`src/rtl/cmd_pkg.sv`:
```
package cmd_pkg;
    localparam int          BANK_BYTES = 35;
    localparam int          DUMP_BYTES = 76;
    localparam int          IW         = $clog2(BANK_BYTES + 1);
    localparam logic [7:0]  HDR        = 8'h99;
    localparam logic [7:0]  TRL        = 8'h66;
    localparam logic [7:0]  ID_DUMP    = 8'h55;
    localparam logic [7:0]  ID_ERR     = 8'h88;
    localparam logic [7:0]  ERR_HDR    = 8'h99;
    localparam logic [7:0]  ERR_ID     = 8'h89;
    localparam logic [7:0]  ERR_END    = 8'h66;

    typedef logic [BANK_BYTES-1:0][7:0] bank_t;
    typedef enum logic [1:0] {ACT_WRITE, ACT_DUMP, ACT_DEF} act_e;
    typedef struct packed {
        logic          known;
        logic [IW-1:0] base;
        logic [IW-1:0] len;
        act_e          act;
    } idinfo_t;

    function automatic logic [7:0] default_byte(input int idx);
        case (idx)
            0, 1, 2, 3, 4, 5, 6, 7: return 8'h80;
            10, 11:                 return 8'hFF;
            12:                     return 8'h58;
            13:                     return 8'hE6;
            16, 20:                 return 8'h01;
            18, 22:                 return 8'h08;
            24:                     return 8'h08;
            26:                     return 8'hC8;
            27, 29:                 return 8'h01;
            28, 30:                 return 8'h90;
            default:                return 8'h00;
        endcase
    endfunction

    function automatic idinfo_t decode_id(input logic [7:0] id);
        idinfo_t r;
        r.known = 1'b1;
        r.act   = ACT_WRITE;
        r.base  = '0;
        r.len   = '0;
        if (id[7:4] == 4'h1) begin
            r.base = IW'(id[3:0]);
            r.len  = IW'(1);
        end else if (id >= 8'h20 && id <= 8'h23) begin
            r.base = IW'(16 + 2 * int'(id[1:0]));
            r.len  = IW'(2);
        end else if (id == 8'h30) begin
            r.base = IW'(24);
            r.len  = IW'(1);
        end else if (id >= 8'h31 && id <= 8'h33) begin
            r.base = IW'(25 + 2 * (int'(id[1:0]) - 1));
            r.len  = IW'(2);
        end else if (id == 8'h35) begin
            r.base = IW'(31);
            r.len  = IW'(4);
        end else if (id == 8'h50) begin
            r.len  = IW'(BANK_BYTES);
        end else if (id == ID_DUMP) begin
            r.act  = ACT_DUMP;
        end else if (id == 8'hFF) begin
            r.act  = ACT_DEF;
        end else begin
            r.known = 1'b0;
        end
        return r;
    endfunction
endpackage

```
`src/rtl/cmd_param_bank.sv`:
```
module cmd_param_bank
    import cmd_pkg::*;
#(
    parameter int NBYTES = BANK_BYTES,
    parameter int RDW    = 7
) (
    input  logic               clk,
    input  logic               rst_n,
    input  logic               wr_commit,
    input  logic [IW-1:0]      wr_base,
    input  logic [IW-1:0]      wr_len,
    input  bank_t              shadow,
    input  logic               load_def,
    input  logic [RDW-1:0]     rd_idx,
    output logic [7:0]         rd_byte,
    output logic [7:0]         cfg_trig_cond,
    output logic               cfg_data_en,
    output logic               cfg_sec_en
);
    localparam int STATUS_POS = 31;
    localparam int TRIG_POS   = 24;
    localparam int SPARE_LSB  = NBYTES - 1;

    bank_t store;

    for (genvar k = 0; k < NBYTES; k++) begin : g_byte
        logic in_range;
        assign in_range = (k >= int'(wr_base)) && (k < int'(wr_base) + int'(wr_len));
        always_ff @(posedge clk or negedge rst_n) begin
            if (!rst_n)                    store[k] <= default_byte(k);
            else if (load_def)             store[k] <= default_byte(k);
            else if (wr_commit && in_range) store[k] <= shadow[k];
        end
    end

    always_comb begin
        rd_byte = 8'h00;
        if (int'(rd_idx) < STATUS_POS)
            rd_byte = store[rd_idx[IW-1:0]];
        else if (int'(rd_idx) > STATUS_POS && int'(rd_idx) <= NBYTES)
            rd_byte = store[rd_idx[IW-1:0] - IW'(1)];
    end

    assign cfg_trig_cond = store[TRIG_POS];
    assign cfg_data_en   = store[SPARE_LSB][0];
    assign cfg_sec_en    = store[SPARE_LSB][1];

    p_defaults_r8: assert property (@(posedge clk) disable iff (!rst_n)
        load_def |=> (cfg_trig_cond == 8'h08 && !cfg_data_en && !cfg_sec_en));
    p_commit_trig_r5: assert property (@(posedge clk) disable iff (!rst_n)
        (wr_commit && !load_def && wr_base == IW'(TRIG_POS) && wr_len == IW'(1))
        |=> cfg_trig_cond == $past(shadow[TRIG_POS]));
endmodule

```
`src/rtl/cmd_reply_tx.sv`:
```
module cmd_reply_tx
    import cmd_pkg::*;
#(
    parameter int NDUMP = DUMP_BYTES,
    parameter int RDW   = 7
) (
    input  logic            clk,
    input  logic            rst_n,
    input  logic            start,
    input  logic            is_err,
    input  logic [7:0]      code,
    input  logic [7:0]      rd_byte,
    output logic [RDW-1:0]  rd_idx,
    input  logic            tx_ready,
    output logic            tx_valid,
    output logic [7:0]      tx_data,
    output logic            busy,
    output logic            done
);
    localparam int FRAME_DUMP = NDUMP + 3;
    localparam int FRAME_ERR  = 4;
    localparam int PW         = $clog2(FRAME_DUMP);

    typedef enum logic {T_IDLE, T_SEND} tstate_e;
    tstate_e       tstate;
    logic [PW-1:0] pos;
    logic          err_q;
    logic [7:0]    code_q;
    logic [PW-1:0] last;

    assign last     = err_q ? PW'(FRAME_ERR - 1) : PW'(FRAME_DUMP - 1);
    assign tx_valid = (tstate == T_SEND);
    assign busy     = tx_valid;
    assign done     = tx_valid && tx_ready && (pos == last);
    assign rd_idx   = RDW'(pos - PW'(2));

    always_ff @(posedge clk or negedge rst_n) begin
        if (!rst_n) begin
            tstate <= T_IDLE;
            pos    <= '0;
            err_q  <= 1'b0;
            code_q <= 8'h00;
        end else begin
            unique case (tstate)
                T_IDLE: if (start) begin
                    tstate <= T_SEND;
                    pos    <= '0;
                    err_q  <= is_err;
                    code_q <= code;
                end
                T_SEND: if (tx_ready) begin
                    if (pos == last) tstate <= T_IDLE;
                    pos <= pos + PW'(1);
                end
                default: tstate <= T_IDLE;
            endcase
        end
    end

    always_comb begin
        if (pos == '0)          tx_data = HDR;
        else if (pos == PW'(1)) tx_data = err_q ? ID_ERR : ID_DUMP;
        else if (pos == last)   tx_data = TRL;
        else                    tx_data = err_q ? code_q : rd_byte;
    end

    p_hold_stable_r11: assert property (@(posedge clk) disable iff (!rst_n)
        (tx_valid && !tx_ready) |=> (tx_valid && $stable(tx_data)));
    p_first_byte_r1: assert property (@(posedge clk) disable iff (!rst_n)
        $rose(tx_valid) |-> tx_data == HDR);
endmodule

```
`src/rtl/cmd_frame_rx.sv`:
```
module cmd_frame_rx
    import cmd_pkg::*;
(
    input  logic          clk,
    input  logic          rst_n,
    input  logic          rx_valid,
    input  logic [7:0]    rx_data,
    input  logic          tx_busy,
    input  logic          tx_done,
    output bank_t         shadow,
    output logic          wr_commit,
    output logic [IW-1:0] wr_base,
    output logic [IW-1:0] wr_len,
    output logic          load_def,
    output logic          tx_start,
    output logic          tx_is_err,
    output logic [7:0]    tx_code
);
    typedef enum logic [2:0] {S_IDLE, S_ID, S_PAYLOAD, S_END, S_REPLY, S_DROP} rstate_e;
    rstate_e       state, nxt;
    idinfo_t       info, dec;
    logic [IW-1:0] cnt;
    logic          drop_after;
    logic          fault;
    logic [7:0]    fault_code;

    assign dec     = decode_id(rx_data);
    assign wr_base = info.base;
    assign wr_len  = info.len;

    always_ff @(posedge clk or negedge rst_n) begin
        if (!rst_n) state <= S_IDLE;
        else        state <= nxt;
    end

    always_comb begin
        nxt        = state;
        fault      = 1'b0;
        fault_code = ERR_HDR;
        unique case (state)
            S_IDLE: if (rx_valid) begin
                if (rx_data == HDR) nxt = S_ID;
                else begin fault = 1'b1; fault_code = ERR_HDR; end
            end
            S_ID: if (rx_valid) begin
                if (!dec.known) begin fault = 1'b1; fault_code = ERR_ID; end
                else if (dec.len == '0) nxt = S_END;
                else nxt = S_PAYLOAD;
            end
            S_PAYLOAD: if (rx_valid && cnt == info.len - IW'(1)) nxt = S_END;
            S_END: if (rx_valid) begin
                if (rx_data != TRL) begin fault = 1'b1; fault_code = ERR_END; end
                else if (info.act == ACT_DUMP) nxt = S_REPLY;
                else nxt = S_IDLE;
            end
            S_REPLY: if (tx_done) nxt = drop_after ? S_DROP : S_IDLE;
            S_DROP:  if (rx_valid && rx_data == HDR) nxt = S_ID;
            default: nxt = S_IDLE;
        endcase
        if (fault) nxt = S_REPLY;
    end

    always_ff @(posedge clk or negedge rst_n) begin
        if (!rst_n) begin
            shadow     <= '0;
            info       <= '0;
            cnt        <= '0;
            drop_after <= 1'b0;
            wr_commit  <= 1'b0;
            load_def   <= 1'b0;
            tx_start   <= 1'b0;
            tx_is_err  <= 1'b0;
            tx_code    <= 8'h00;
        end else begin
            wr_commit <= 1'b0;
            load_def  <= 1'b0;
            tx_start  <= 1'b0;
            if (state == S_ID && rx_valid) begin
                info <= dec;
                cnt  <= '0;
            end
            if (state == S_PAYLOAD && rx_valid) begin
                shadow[info.base + cnt] <= rx_data;
                cnt <= cnt + IW'(1);
            end
            if (state == S_END && rx_valid && rx_data == TRL) begin
                wr_commit <= (info.act == ACT_WRITE);
                load_def  <= (info.act == ACT_DEF);
                if (info.act == ACT_DUMP) begin
                    tx_start   <= 1'b1;
                    tx_is_err  <= 1'b0;
                    drop_after <= 1'b0;
                end
            end
            if (fault) begin
                tx_start   <= 1'b1;
                tx_is_err  <= 1'b1;
                tx_code    <= fault_code;
                drop_after <= 1'b1;
            end
        end
    end

    p_commit_on_trailer_r5: assert property (@(posedge clk) disable iff (!rst_n)
        wr_commit |-> ($past(rx_valid) && $past(rx_data) == TRL));
    p_no_start_while_busy_r12: assert property (@(posedge clk) disable iff (!rst_n)
        tx_start |-> !tx_busy);
    p_single_action_r6: assert property (@(posedge clk) disable iff (!rst_n)
        $onehot0({wr_commit, load_def, tx_start}));
endmodule

```
`src/rtl/cmd_frame_parser.sv`:
```
module cmd_frame_parser
    import cmd_pkg::*;
(
    input  logic       clk,
    input  logic       rst_n,
    input  logic       rx_valid,
    input  logic [7:0] rx_data,
    input  logic       tx_ready,
    output logic       tx_valid,
    output logic [7:0] tx_data,
    output logic [7:0] cfg_trig_cond,
    output logic       cfg_data_en,
    output logic       cfg_sec_en
);
    localparam int RDW = $clog2(DUMP_BYTES + 3);

    bank_t          shadow;
    logic           wr_commit, load_def, tx_start, tx_is_err, tx_busy, tx_done;
    logic [IW-1:0]  wr_base, wr_len;
    logic [7:0]     tx_code, rd_byte;
    logic [RDW-1:0] rd_idx;

    cmd_frame_rx u_rx (
        .clk(clk), .rst_n(rst_n), .rx_valid(rx_valid), .rx_data(rx_data),
        .tx_busy(tx_busy), .tx_done(tx_done), .shadow(shadow),
        .wr_commit(wr_commit), .wr_base(wr_base), .wr_len(wr_len),
        .load_def(load_def), .tx_start(tx_start), .tx_is_err(tx_is_err),
        .tx_code(tx_code)
    );

    cmd_param_bank #(.NBYTES(BANK_BYTES), .RDW(RDW)) u_bank (
        .clk(clk), .rst_n(rst_n), .wr_commit(wr_commit), .wr_base(wr_base),
        .wr_len(wr_len), .shadow(shadow), .load_def(load_def), .rd_idx(rd_idx),
        .rd_byte(rd_byte), .cfg_trig_cond(cfg_trig_cond),
        .cfg_data_en(cfg_data_en), .cfg_sec_en(cfg_sec_en)
    );

    cmd_reply_tx #(.NDUMP(DUMP_BYTES), .RDW(RDW)) u_tx (
        .clk(clk), .rst_n(rst_n), .start(tx_start), .is_err(tx_is_err),
        .code(tx_code), .rd_byte(rd_byte), .rd_idx(rd_idx), .tx_ready(tx_ready),
        .tx_valid(tx_valid), .tx_data(tx_data), .busy(tx_busy), .done(tx_done)
    );
endmodule

```
`config.mk`:
```
export PLATFORM = sky130hd
export DESIGN_NAME = cmd_frame_parser
export DESIGN_NICKNAME = d
export VERILOG_FILES = /design/src/rtl/cmd_pkg.sv /design/src/rtl/cmd_param_bank.sv /design/src/rtl/cmd_reply_tx.sv /design/src/rtl/cmd_frame_rx.sv /design/src/rtl/cmd_frame_parser.sv
export SDC_FILE = /design/constraint.sdc
export NUM_CORES = 1
export LEC_CHECK = 0
export BUFFER_PORTS_ARGS = -buffer_cell sky130_fd_sc_hd__buf_2
export CAP_MARGIN = 20
export CORE_AREA = 2 2 255 257
export CTS_CLUSTER_SIZE = 24
export DETAILED_ROUTE_END_ITERATION = 6
export DIE_AREA = 0 0 257 259
export GPL_TIMING_DRIVEN = 1
export PLACE_DENSITY = 0.67
export SYNTH_ARGS = -nofsm -noshare
export SYNTH_HDL_FRONTEND = slang
export SYNTH_SLANG_ARGS = --single-unit
```
`constraint.sdc`:
```
create_clock -name clk -period 7.86 [get_ports clk]
set_clock_uncertainty 0.05 [all_clocks]
set_input_delay 1.965 -clock clk [delete_from_list [all_inputs] [get_ports clk]]
set_output_delay 1.965 -clock clk [all_outputs]
set_load 0.005 [all_outputs]
```
Yosys cells after proc, flatten, opt, wreduce, memory -nomap -nowiden. Index checks and enable logic that the tools add are counted. W data, S select, Z words.

Add/sub/neg operators: 10. Multiply operators: 0. Divide/modulo/power cells: 0. Order comparisons: 81. Eq/ne operators: 30. Shift-type cells: 0. Muxes and demuxes: 151. Bitwise operators: 1. Reductions and logical operators: 128.

Operator list (number): $mux W8 (83); $lt A6 B32 Y1 const A (16); $bwmux W280 (1); $lt A5 B32 Y1 const A (8); $lt A4 B32 Y1 const A (4); $bmux W8 S6 (2); $ge A5 B6 Y1 const A (16); $lt A7 B32 Y1 const A (3); $logic_and A1 B1 Y1 (82); $reduce_bool A2 Y1 (38); $lt A3 B32 Y1 const A (2); $demux W8 S6 (1); $ge A4 B6 Y1 const A (8); $mux W12 (4); $mux W3 (12); $lt A1 B32 Y1 const A (1); $lt A2 B32 Y1 const A (1); $mux W1 (26); $eq A8 B7 Y1 const B (3); $ge A3 B6 Y1 const A (4); $mux W6 (4); $lt A6 B7 Y1 const B (3); $mux W7 (3); $ge A6 B6 Y1 const A (3); 46 further kinds (73).

Register bits: 612. Bits in latches: 0. Memory bits (writable): 0. Bits in read-only memories: 0. Bits of input ports: 12. Logic and storage cells: 485. Memories: 0.

Logic depth before layout (Yosys ltp).
Depth in word-level cells: 14. Mapped depth: 14. Mapped depth without buffers: 9.

Modules after synthesis. From an unflattened synthesis, not the netlist that was laid out.

Cells, all modules: 2651. Area, all modules: 31974.4 µm².

By module, submodules not included: cmd_param_bank (times used 1, cells each 1626, area each 18109.9 µm², seq. area each 7064.3 µm²); cmd_frame_rx (times used 1, cells each 898, area each 12761.0 µm², seq. area each 7682.4 µm²); cmd_reply_tx (times used 1, cells each 127, area each 1103.6 µm², seq. area each 425.4 µm²).

Least setup slack after synthesis. No wires, ideal clock.

Path kind: reg2out. From: reg u_tx.pos[1]. To: out tx_data[1]. Arrival time: 3.150 ns. Path slack: 2.695 ns. Cell stages (with the launch flop): 11. Buffers on the path: 3. Path through: dfrtp_1 buf_2 buf_2 inv_1 ha_1 xor2_4 xnor2_2 buf_4 mux4_2 o221ai_1 o21ai_1.

Cells in the longest elaborated chain, start to end: 10.

RTL lines: from (decl) (RTL line cmd_reply_tx.sv:26) `logic [PW-1:0] pos;`; from (signal assigned) (RTL line cmd_reply_tx.sv:53) `pos <= pos + PW'(1);`; $sub A7 B2 Y7 (RTL line cmd_reply_tx.sv:35) `assign rd_idx = RDW'(pos - PW'(2));`; $sub A6 B1 Y6 (RTL line cmd_param_bank.sv:41) `rd_byte = store[rd_idx[IW-1:0] - IW'(1)];`; $bmux W8 S6 (RTL line cmd_param_bank.sv:41); $mux W8 (not written as such) (RTL line cmd_param_bank.sv:41); $mux W8 (RTL line cmd_param_bank.sv:40) `else if (int'(rd_idx) > STATUS_POS && int'(rd_idx) <= NBYTES)`; $mux W8 (RTL line cmd_param_bank.sv:38) `if (int'(rd_idx) < STATUS_POS)`; $mux W8 (RTL line cmd_reply_tx.sv:64) `else tx_data = err_q ? code_q : rd_byte;`; $mux W8 (RTL line cmd_reply_tx.sv:63) `else if (pos == last) tx_data = TRL;`; $mux W8 (RTL line cmd_reply_tx.sv:62) `else if (pos == PW'(1)) tx_data = err_q ? ID_ERR : ID_DUMP;`; $mux W8 (*) (RTL line cmd_reply_tx.sv:61) `if (pos == '0) tx_data = HDR;`; to (decl) (RTL line cmd_frame_parser.sv:10) `output logic [7:0] tx_data,`.

Mark *: on every way between the ends. The rest lies on a longest branch, timed or not. The select of a mux whose other input is x is not followed.

Worst setup path in the final report.
From: reg u_tx.pos[1]. To: out tx_data[4].

Same word-level chain as after synthesis.

==> metrics.log <==
INFO  metric gr-usage-all-layers = 29.0%
INFO  metric setup_repair_after_global_routing_missed_its_margin = false
INFO  metric post-synth-top-area-fraction = 43.8%
INFO  metric via_count_of_the_routed_design = 22.2k
INFO  metric reg_to_reg_endpoint = u_bank.store[260]$_DFFE_PN0P_
INFO  metric cts_made_buffers = 61
INFO  metric cts_setup_buffers = 0
INFO  metric worst_path_largest_cell_delay = 0.85 ns
INFO  metric timing.critical_path.from_type = register
INFO  metric layout-drive-gt1-share = 29.2%
INFO  metric grt_start_max_net_pins = 164
INFO  metric final_net_count = 2581
INFO  metric area_of_the_mapped_netlist = 31600 um2
INFO  metric fp-row-count = 93
INFO  metric cts_buffer_depth = 3
INFO  metric synthDominantAreaCellType = sky130_fd_sc_hd__dfrtp_1
INFO  metric reg_to_reg_start = u_rx.wr_base[0]$_DFFE_PN0P_
INFO  metric synth_cell_type_count = 103
INFO  metric height_of_the_chip = 259 um
INFO  metric finalCriticalPeriod = 6.75 ns
INFO  metric crit_arrival = 4.73 ns
INFO  metric synth.area.top_cells = sky130_fd_sc_hd__dfrtp_1 (44%), sky130_fd_sc_hd__mux2_2 (11%), sky130_fd_sc_hd__mux4_2 (10%)
INFO  metric die-area = 66600 um2
INFO  metric first_iter_violations = 2507
INFO  metric routed_wirelength = 96.1 mm
INFO  metric layout.cells.most_common = sky130_fd_sc_hd__dfrtp_1
INFO  metric max-cap-violations = 0
INFO  metric cts_root_buffer = sky130_fd_sc_hd__clkbuf_16
INFO  metric timing_worst_slew_pin_value = 1.22 ns
INFO  metric synthesis_to_layout_area_growth = 9.45%
INFO  metric wl_per_cell = 27.9 um
INFO  metric ys_seq_area_share = 47.6%
INFO  metric critPathCaptureType = output port
INFO  metric cell_depth_of_the_worst_min_delay_path = 1
INFO  metric irDropWorstVdd = 0.211 mV
INFO  metric critical-path-top-delay-family = adder cells
INFO  metric p_total = 0.00927 W
INFO  metric hold_class = reg2reg
INFO  metric dpl.hpwl = 65.2 mm
INFO  metric post_cts_resized = 0
INFO  metric setup_total_negative_slack = 0 ns
INFO  metric worst-path-max-fanout = 46
INFO  metric post-route-period-util = 85.8%
INFO  metric outcome = finished, final reports clean
INFO  metric synthCells = 2591
INFO  metric number_of_antenna_violations_at_the_first_check_in_global_routing = 3
INFO  metric synth_nets = 2631
INFO  metric die_w = 257 um
INFO  metric cts.sinks = 599
INFO  metric number_of_global_route_vias_before_repair = 22.0k
INFO  metric postSynthRegisterBits = 599
INFO  metric fillers = 5304
INFO  metric critPathBufInv = 3
INFO  metric static-leakage-power = 15.8 nW
INFO  metric whs_endpoint = u_rx.shadow[223]$_DFFE_PN0P_
INFO  metric cells_traversed_along_the_worst_timing_path = inv_1 > ha_4 > buf_4 > mux4_2 > mux4_2 > and2_1 > a211oi_1 > o31ai_1 > buf_2
INFO  metric cpMaxStageDelayCell = sky130_fd_sc_hd__ha_4
INFO  metric crit_type = reg2out
INFO  metric layout.cells.most_common_list = sky130_fd_sc_hd__dfrtp_1 (550), sky130_fd_sc_hd__mux2_2 (296), sky130_fd_sc_hd__nand2_1 (252), sky130_fd_sc_hd__mux2i_1 (238), sky130_fd_sc_hd__nor2_1 (171)
INFO  metric diodes = 0
INFO  metric holdCritStartpoint = u_rx.shadow[223]$_DFFE_PN0P_
INFO  metric tritoncts = built
INFO  metric final_design_area_no_fill = 34600 um2
INFO  metric flop_to_flop_setup_slack = 3.82 ns
INFO  metric clk_pin_slew = 0.07 ns
INFO  metric worst-r2r-cell-count = 8
INFO  metric fp.coreArea = 63900 um2
INFO  metric clock_insertion_delay_worst_skew = 0.63 ns
INFO  metric final_max_slew_viol_count = 0
INFO  metric power-per-cell-area = 268 nW/um2
INFO  metric synth.avg_cell_area = 12.2 um2
INFO  metric drc = 0
INFO  metric setup_viol = 0
INFO  metric fmax = 0.148 GHz
INFO  metric drtPass1Iterations = 6
INFO  metric port_buffers = 30
INFO  metric grt_overflow_total = 0
INFO  metric final_hold_viol_count = 0
INFO  metric postPlaceCellArea = 32400 um2
INFO  metric synth_edf_count = 0
INFO  metric grt_first_pass_wirelength = 145 mm
INFO  metric htreeDepth = 2
INFO  metric routed_via_density = 6.45
INFO  metric ys.flop_type = sky130_fd_sc_hd__dfrtp_1
INFO  metric yosysWarningCount = 0
INFO  metric routability_congestion = 0.995
INFO  metric ant_nets = 0
INFO  metric initial_standard_cell_utilization_of_the_core = 49.5%
INFO  metric top_level_ports = 31
INFO  metric asyncSetResetFlopFracSynth = 100%
INFO  metric most_frequent_cell_on_the_critical_path = sky130_fd_sc_hd__mux4_2
INFO  metric critPathRequiredTime = 5.85 ns
INFO  metric hold_buffers = 0
INFO  metric relSlewSlack = 19.0%
## state kept, by name, indices dropped and copies added (netlist names), 4 cells and up
name                  count
u_rx.wr_len               4
u_rx.shadow             280
u_rx.cnt                  6
u_rx.wr_base              5
u_tx.pos                  7
u_bank.cfg_trig_cond      8
u_bank.store            270
## stage by stage
stage	hold WS (ns)	utilization (%)	setup WS [ns]	instances
6_report	0.440	54.2	1.11	3448
5_1_grt	0.455	54.2	0.919	3448
4_1_cts	0.439	54.1	0.920	3443
3_5_place_dp	0.426	50.7	1.61	3328
3_3_place_gp	0.417	50.7	1.62	3328
2_1_floorplan	0.394	-	2.70	2591
## final cells by class
| class | instances | area [um2] | area share (%) |
|---|---|---|---|
| Multi-Input combinational cell | 1792 | 15700 | 45.5 |
| Clock buffer | 85 | 1780 | 5.14 |
| Tap cell | 855 | 1070 | 3.09 |
| Sequential cell | 599 | 15100 | 43.5 |
| Clock inverter | 30 | 398 | 1.15 |
| Inverter | 24 | 95.1 | 0.275 |
| Timing Repair Buffer | 63 | 474 | 1.37 |
## routing by layer
metal,share of wire [%],track usage (%),vias up
met2,46,44.7,1039
met1,41,40.3,11600
met3,9.4,6.85,177
met4,3.8,10.5,0
met5,0,0,-
li1,-,-,9400
## worst max path at each step
stage,from,endpoint,slack [ns],cells past startpoint
6_report,u_tx.pos[1]$_DFFE_PN0P_,tx_data[4],1.11,9
5_1_grt,u_tx.pos[1]$_DFFE_PN0P_,tx_data[4],0.92,10
4_1_cts,u_tx.pos[1]$_DFFE_PN0P_,tx_data[4],0.92,9
3_5_place_dp,u_tx.pos[1]$_DFFE_PN0P_,tx_data[4],1.61,9
3_3_place_gp,u_tx.pos[1]$_DFFE_PN0P_,tx_data[3],1.62,9
2_1_floorplan,u_tx.pos[1]$_DFFE_PN0P_,tx_data[1],2.70,10
## cell usage after synthesis (all sizes together) (10+ instances only)
library cell and count:
nand4 17, mux2 307, nand2b 11, clkbuf 111
nor3 34, inv 24, mux2i 238, nand2 253
and2 17, and3 11, dfrtp 553, a21oi 83
a221oi 10, or3b 10, nor2 186, nand3 82
dfstp 46, ha 26, xor2 11, a31oi 12
a21o 10, o211ai 13, xnor2 16, o21ai 113
nor3b 11, nor2b 33, a211oi 25, mux4 142
buf 65
## worst reg2reg max path, cell delays in order (launching register included)
cell                      delay [ns]
sky130_fd_sc_hd__dfrtp_1        0.56
sky130_fd_sc_hd__ha_1           0.33
sky130_fd_sc_hd__fa_1           0.55
sky130_fd_sc_hd__a21oi_2        0.40
sky130_fd_sc_hd__mux2i_1        0.23
sky130_fd_sc_hd__a31oi_1        0.20
sky130_fd_sc_hd__nor3_1         0.98
sky130_fd_sc_hd__o21ba_2        0.35
sky130_fd_sc_hd__mux2_2         0.29
## where the power goes
| group | internal, W | switching (W) |
|---|---|---|
| clock network | 0.00187 | 0.00126 |
| logic | 0.000944 | 0.00171 |
| registers | 0.00326 | 0.000234 |
## cells by family (layout without fill, tap and decap cells)
| kind of cell | Yosys count | after routing | share of synthesized area [%] |
|---|---|---|---|
| multiplexers | 687 | 687 | 28.6 |
| AO/OA/AOI/OAI | 341 | 341 | 7.73 |
| buffers and inverters | 200 | 202 | 2.80 |
| AND/OR/NAND/NOR | 709 | 709 | 11.2 |
| flip-flops | 599 | 599 | 47.6 |
| XOR/XNOR | 27 | 27 | 0.950 |
| adder cells (fa/ha/maj) | 28 | 28 | 1.16 |
No activity file was read; power rests on OpenSTA's default activity.
